$ cat config.mk
export PLATFORM = sky130hd
export DESIGN_NAME = wake_pin_bank
export DESIGN_NICKNAME = d
export VERILOG_FILES = /design/src/rtl/wpd_pkg.sv /design/src/rtl/wpd_pin_cell.sv /design/src/rtl/wpd_regif.sv /design/src/rtl/wake_pin_bank.sv
export SDC_FILE = /design/constraint.sdc
export NUM_CORES = 1
export LEC_CHECK = 0
export CAP_MARGIN = 10
export CORE_ASPECT_RATIO = 1.1
export CORE_MARGIN = 4
export CORE_UTILIZATION = 51
export DETAILED_ROUTE_END_ITERATION = 8
export PLACE_DENSITY = 0.9
export SETUP_SLACK_MARGIN = 0.1
export SLEW_MARGIN = 25
export SYNTH_ARGS = -nofsm -noshare
export SYNTH_HDL_FRONTEND = slang
export SYNTH_HIERARCHICAL = 1
export SYNTH_SLANG_ARGS = --single-unit
export TNS_END_PERCENT = 20
$ cat constraint.sdc
create_clock -name clk -period 1.7 [get_ports clk]
set_input_delay 0.34 -clock clk [delete_from_list [all_inputs] [get_ports clk]]
set_output_delay 0.34 -clock clk [all_outputs]
set_load 0.01 [all_outputs]
$ cat src/rtl/wpd_pkg.sv
package wpd_pkg;

    localparam int unsigned REG_W         = 32;
    localparam int unsigned OFS_STATUS    = 'h310;
    localparam int unsigned OFS_ENABLE    = 'h314;
    localparam int unsigned OFS_CLEAR     = 'h318;
    localparam int unsigned OFS_CFG_BASE  = 'h330;
    localparam int unsigned CFG_STRIDE    = 8;

    // configuration word field positions
    localparam int unsigned CFG_LVL_BIT   = 0;
    localparam int unsigned CFG_MODE_LSB  = 1;
    localparam int unsigned CFG_MODE_MSB  = 3;
    localparam int unsigned CFG_REARM_BIT = 4;

    typedef enum logic [2:0] {
        TRIG_LOW  = 3'd0,
        TRIG_HIGH = 3'd1,
        TRIG_FALL = 3'd2,
        TRIG_RISE = 3'd3,
        TRIG_NONE = 3'd4,
        TRIG_BOTH = 3'd6
    } trig_e;

    typedef enum logic [1:0] {
        TRK_UNKNOWN = 2'd0,
        TRK_LOW     = 2'd1,
        TRK_HIGH    = 2'd2
    } trk_e;

    function automatic int unsigned cfg_offset(input int unsigned idx);
        return OFS_CFG_BASE + CFG_STRIDE * idx;
    endfunction

endpackage

$ cat src/rtl/wpd_pin_cell.sv
module wpd_pin_cell
    import wpd_pkg::*;
(
    input  logic       clk,
    input  logic       rst_n,
    input  logic       pin_i,
    input  logic       cfg_we_i,
    input  logic [2:0] cfg_mode_i,
    input  logic       rearm_i,
    input  logic       clr_i,
    output logic       pend_o,
    output logic [2:0] mode_o
);

    trk_e       trk_q;
    trk_e       trk_d;
    logic       rise;
    logic       fall;
    logic       hit;
    logic       pend_q;
    logic       pend_d;
    logic [2:0] mode_q;

    // state register
    always_ff @(posedge clk or negedge rst_n) begin
        if (!rst_n) begin
            trk_q <= TRK_UNKNOWN;
        end else begin
            trk_q <= trk_d;
        end
    end

    // next state and edge outputs
    always_comb begin
        trk_d = trk_q;
        rise  = 1'b0;
        fall  = 1'b0;
        if (rearm_i) begin
            trk_d = TRK_UNKNOWN;
        end else begin
            unique case (trk_q)
                TRK_UNKNOWN: trk_d = pin_i ? TRK_HIGH : TRK_LOW;
                TRK_LOW: begin
                    if (pin_i) begin
                        trk_d = TRK_HIGH;
                        rise  = 1'b1;
                    end
                end
                TRK_HIGH: begin
                    if (!pin_i) begin
                        trk_d = TRK_LOW;
                        fall  = 1'b1;
                    end
                end
                default: trk_d = TRK_UNKNOWN;
            endcase
        end
    end

    // trigger condition under the current mode
    always_comb begin
        unique case (mode_q)
            TRIG_LOW:  hit = !pin_i;
            TRIG_HIGH: hit = pin_i;
            TRIG_FALL: hit = fall;
            TRIG_RISE: hit = rise;
            TRIG_BOTH: hit = rise | fall;
            default:   hit = 1'b0;
        endcase
        if (rearm_i) begin
            pend_d = 1'b0;
        end else begin
            pend_d = hit | (pend_q & ~clr_i);
        end
    end

    // output registers
    always_ff @(posedge clk or negedge rst_n) begin
        if (!rst_n) begin
            pend_q <= 1'b0;
            mode_q <= TRIG_NONE;
        end else begin
            pend_q <= pend_d;
            if (cfg_we_i) begin
                mode_q <= cfg_mode_i;
            end
        end
    end

    assign pend_o = pend_q;
    assign mode_o = mode_q;

endmodule

$ cat src/rtl/wpd_regif.sv
module wpd_regif
    import wpd_pkg::*;
#(
    parameter int unsigned NUM_PINS = 8,
    parameter int unsigned ADDR_W   = 12
) (
    input  logic                     clk,
    input  logic                     rst_n,
    input  logic                     req_valid,
    input  logic                     req_write,
    input  logic [ADDR_W-1:0]        req_addr,
    input  logic [REG_W-1:0]         req_wdata,
    input  logic [NUM_PINS-1:0]      pend_i,
    input  logic [NUM_PINS-1:0][2:0] mode_i,
    input  logic [NUM_PINS-1:0]      pin_i,
    output logic [NUM_PINS-1:0]      en_o,
    output logic [NUM_PINS-1:0]      clr_o,
    output logic [NUM_PINS-1:0]      cfg_we_o,
    output logic [NUM_PINS-1:0]      rearm_o,
    output logic [REG_W-1:0]         rd_data_o
);

    localparam logic [ADDR_W-1:0] A_STATUS = ADDR_W'(OFS_STATUS);
    localparam logic [ADDR_W-1:0] A_ENABLE = ADDR_W'(OFS_ENABLE);
    localparam logic [ADDR_W-1:0] A_CLEAR  = ADDR_W'(OFS_CLEAR);

    logic                wr_en;
    logic                rd_en;
    logic                sel_status;
    logic                sel_enable;
    logic                sel_clear;
    logic [NUM_PINS-1:0] sel_cfg;
    logic [NUM_PINS-1:0] en_q;
    logic [REG_W-1:0]    rd_mux;
    logic [REG_W-1:0]    rd_q;

    assign wr_en      = req_valid && req_write;
    assign rd_en      = req_valid && !req_write;
    assign sel_status = (req_addr == A_STATUS);
    assign sel_enable = (req_addr == A_ENABLE);
    assign sel_clear  = (req_addr == A_CLEAR);

    for (genvar g = 0; g < NUM_PINS; g++) begin : g_dec
        localparam logic [ADDR_W-1:0] A_CFG = ADDR_W'(cfg_offset(g));
        assign sel_cfg[g]  = (req_addr == A_CFG);
        assign cfg_we_o[g] = wr_en && sel_cfg[g];
        assign rearm_o[g]  = wr_en && sel_cfg[g] && req_wdata[CFG_REARM_BIT];
    end

    assign clr_o = (wr_en && sel_clear) ? req_wdata[NUM_PINS-1:0] : '0;

    always_ff @(posedge clk or negedge rst_n) begin
        if (!rst_n) begin
            en_q <= '0;
        end else if (wr_en && sel_enable) begin
            en_q <= req_wdata[NUM_PINS-1:0];
        end
    end

    always_comb begin
        rd_mux = '0;
        if (sel_status) begin
            rd_mux[NUM_PINS-1:0] = pend_i;
        end
        if (sel_enable) begin
            rd_mux[NUM_PINS-1:0] = en_q;
        end
        for (int i = 0; i < NUM_PINS; i++) begin
            if (sel_cfg[i]) begin
                rd_mux[CFG_LVL_BIT]                = pin_i[i];
                rd_mux[CFG_MODE_MSB:CFG_MODE_LSB]  = mode_i[i];
            end
        end
    end

    always_ff @(posedge clk or negedge rst_n) begin
        if (!rst_n) begin
            rd_q <= '0;
        end else if (rd_en) begin
            rd_q <= rd_mux;
        end
    end

    assign en_o      = en_q;
    assign rd_data_o = rd_q;

endmodule

$ cat src/rtl/wake_pin_bank.sv
module wake_pin_bank
    import wpd_pkg::*;
#(
    parameter int unsigned NUM_PINS = 8,
    parameter int unsigned ADDR_W   = 12
) (
    input  logic                clk,
    input  logic                rst_n,
    input  logic [NUM_PINS-1:0] pin_i,
    input  logic                req_valid,
    input  logic                req_write,
    input  logic [ADDR_W-1:0]   req_addr,
    input  logic [REG_W-1:0]    req_wdata,
    output logic [REG_W-1:0]    rd_data,
    output logic                irq_o
);

    logic [NUM_PINS-1:0]      pend_vec;
    logic [NUM_PINS-1:0]      en_vec;
    logic [NUM_PINS-1:0]      clr_vec;
    logic [NUM_PINS-1:0]      cfg_we;
    logic [NUM_PINS-1:0]      rearm;
    logic [NUM_PINS-1:0][2:0] mode_vec;

    wpd_regif #(
        .NUM_PINS (NUM_PINS),
        .ADDR_W   (ADDR_W)
    ) u_regif (
        .clk       (clk),
        .rst_n     (rst_n),
        .req_valid (req_valid),
        .req_write (req_write),
        .req_addr  (req_addr),
        .req_wdata (req_wdata),
        .pend_i    (pend_vec),
        .mode_i    (mode_vec),
        .pin_i     (pin_i),
        .en_o      (en_vec),
        .clr_o     (clr_vec),
        .cfg_we_o  (cfg_we),
        .rearm_o   (rearm),
        .rd_data_o (rd_data)
    );

    for (genvar g = 0; g < NUM_PINS; g++) begin : g_pin
        wpd_pin_cell u_cell (
            .clk        (clk),
            .rst_n      (rst_n),
            .pin_i      (pin_i[g]),
            .cfg_we_i   (cfg_we[g]),
            .cfg_mode_i (req_wdata[CFG_MODE_MSB:CFG_MODE_LSB]),
            .rearm_i    (rearm[g]),
            .clr_i      (clr_vec[g]),
            .pend_o     (pend_vec[g]),
            .mode_o     (mode_vec[g])
        );
    end

    assign irq_o = |(pend_vec & en_vec);

endmodule

==> flow_metrics.env <==
export IMPL_path_max_fanout=8
export IMPL_wl_met2_um=6550
export IMPL_ys_seq_area_frac=0.421
export IMPL_netlist_top_cells_count="dfrtp_1, nand2b_1, nand2_1, nor2_1, buf_4"
export IMPL_die_h_um=98.8
export IMPL_yosysUniqueCellTypes=59
export IMPL_finalCritPeriodShare=1.10
export IMPL_dp_slack_ps=-838
export IMPL_top_layer="met4"
export IMPL_antenna_found_initial=0
export IMPL_fin_skew_ps=8.36
export IMPL_setup_viol=11
export IMPL_routed_wl_um=13300
export IMPL_placedCellCount=571
export IMPL_regArea_mm2=0.00161
export IMPL_grt_pass1_vias=3831
export IMPL_rows=32
export IMPL_initial_core_util=0.534
export IMPL_multi_input_comb_area_mm2=0.00245
export IMPL_violations="negative hold slack, negative setup slack"
export IMPL_cp_startpoint="req_addr[5]"
export IMPL_swShare=0.279
export IMPL_synth_seq_cells=64
export IMPL_yosys_area_top_type_share=0.366
export IMPL_static_leakage_power_uw=0.00238
export IMPL_fp_dieW_um=90.6
export IMPL_drcViolationCount=0
export IMPL_cts_sinks=64
export IMPL_ys_async_sr_fraction=1.00
export IMPL_fin_ws_ps=-170
export IMPL_ys_warn_count=6
export IMPL_r2r_start="g_pin[1].u_cell/pend_o"
export IMPL_finalNonFillerCells=595
export IMPL_synth_edff_count=0
export IMPL_clock_latency_ps=360
export IMPL_synth_top_area_cell="dfrtp_1"
export IMPL_crit_type="in -> reg"
export IMPL_clk_pin_slew_worst_paths_ps=70
export IMPL_dieArea_mm2=0.00895
export IMPL_hold_class="in -> async"
export IMPL_globalplace_congestion=0.955
export IMPL_synthTopCellsByArea="dfrtp_1, dfstp_2, nand2b_1"
export IMPL_status="complete, but fails checks"
export IMPL_post_route_util=0.749
export IMPL_first_pass_iters=5
export IMPL_worst_ep_required_time_ps=1940
export IMPL_drive_gt1_frac=0.376
export IMPL_startpoint_type="input pin"
export IMPL_power_density_mw_per_mm2=641
export IMPL_grt_overflow=0
export IMPL_rsz0062_at_grt="yes"
export IMPL_max_freq_mhz=535
export IMPL_power_uw=3440
export IMPL_nFillCells=423
export IMPL_dr_first_iter_drc_count=458
export IMPL_grt_start_max_net_pins=65
export IMPL_cts_path_max_buffers=2
export IMPL_syn_inst=389
export IMPL_cts_inserted_buffers=9
export IMPL_holdWs_ps=-12.3
export IMPL_ir_drop_mv=0.624
export IMPL_post_dp_hpwl_um=8430
export IMPL_wl_met3_um=1010
export IMPL_htreeDepth=3
export IMPL_grt_pass1_wl_um=19600
export IMPL_netlist_area_mm2=0.00382
export IMPL_core_mm2=0.00717
export IMPL_ant_nets=0
export IMPL_avgViaCountPerCell=6.32
export IMPL_nNetsFinal=561
export IMPL_intPower_uw=2480
export IMPL_p_switching_uw=960
export IMPL_regToRegSetupSlack_ps=90
export IMPL_cts_root_buf="clkbuf_8"
export IMPL_ys_flop_type="dfrtp_1"
export IMPL_worst_ep_arrival_time_ps=2110
export IMPL_period_needed_ps=1870
export IMPL_slew_violations=0
export IMPL_port_buffers=40
export IMPL_vias=3763
export IMPL_wl_met1_um=5000
export IMPL_antenna_cells=0
export IMPL_synth_most_common_cell="dfrtp_1"
export IMPL_grt_total_usage=0.282
export IMPL_pwr_share_seq=0.464
export IMPL_drv_cap=0
export IMPL_power_frac_comb=0.156
export IMPL_io_pins=89
export IMPL_cts_tree="done"
export IMPL_end_kind="flip-flop"
export IMPL_avgSynthCellArea_um2=9.83
export IMPL_pwr_share_clk=0.380
export IMPL_setup_tns_final_ps=-1450
export IMPL_hold_viol=16
export IMPL_wl_per_cell_um=22.4
export IMPL_area_growth_syn_to_layout_pct=40.4
## metal layers
layer	track usage	vias up
met1	0.319	1835
li1	-	1606
met3	0.0595	66
met5	0	-
met4	0.179	0
met2	0.485	256
## sequential cells by signal (all words and copies together) (netlist names)
signal               flops
g_pin.u_cell/mode_o     24
g_pin.u_cell/trk_q      16
g_pin.u_cell/pend_o      8
u_regif/en_o             8
u_regif/rd_data_o        8
## cell usage in the layout (no fill, tap or decap), types with 14 or more instances in the layout
cell type,netlist,routed
buf_4,24,64
dfrtp_1,56,56
nand2b_1,30,28
nand2_1,28,26
conb_1,1,24
nor3_1,22,18
clkdlybuf4s50_1,0,18
and2_1,16,16
a21oi_1,16,15
mux2_4,8,14
## critical path: stages
cell     delay (ps)
buf_6           100
or4b_4          570
nor3b_4         260
and2b_2         190
and2b_1         190
buf_12          150
mux2_4          310
## cell type report
type                    instances  area share
multi-input cells             314       0.456
repair buffers                115       0.188
well taps                      85      0.0198
clock buffers                  10      0.0238
inverters                       1    0.000699
clock inverters                 6      0.0112
flip-flops and latches         64       0.300
## worst paths after layout
path                                              to  cells after the start
max                                  u_regif/en_o[1]                      7
min                        g_pin[5].u_cell/mode_o[0]                      2
max reg2reg                     u_regif/rd_data_o[1]                      5
min reg2reg                     u_regif/rd_data_o[7]                      2
max in group asynchronous  g_pin[0].u_cell/mode_o[2]                      2
min in group clk                u_regif/rd_data_o[7]                      2
## per-stage QoR
stage               hold slack [ps]  area [µm²]
CTS                            4.18        5130
floorplan                      44.4        3930
finish                        -12.3        5370
global route                   7.31        5370
detailed placement              383        4730
global placement                372        4730
## logic make-up (layout without fill, tap and decap cells)
| family | count (synthesis) | count (layout) | synth area share |
|---|---|---|---|
| AOI/OAI and AO/OA | 85 | 85 | 0.151 |
| buffers and inverters | 34 | 132 | 0.0612 |
| DFF | 64 | 64 | 0.421 |
| muxes | 36 | 36 | 0.113 |
| other | 1 | 24 | 0.000981 |
| and+or+nand+nor | 169 | 169 | 0.253 |
## power groups by stage
stage | logic (µW) | clock network [µW] | registers, µW
finish | 537 | 1310 | 1600
global route | 571 | 1400 | 1600
CTS | 482 | 1310 | 1590
detailed placement | 465 | 0 | 1620
global placement | 452 | 0 | 1620
floorplan | 227 | 0 | 1620
## repair_timing
action                     in CTS  in global routing
resized for setup             102                 48
pin swaps                      20                 18
hold buffers                    0                  0
setup endpoints to repair      69                 64
setup buffers                   4                  4
Note: power is estimated with default switching activity, not from simulation.
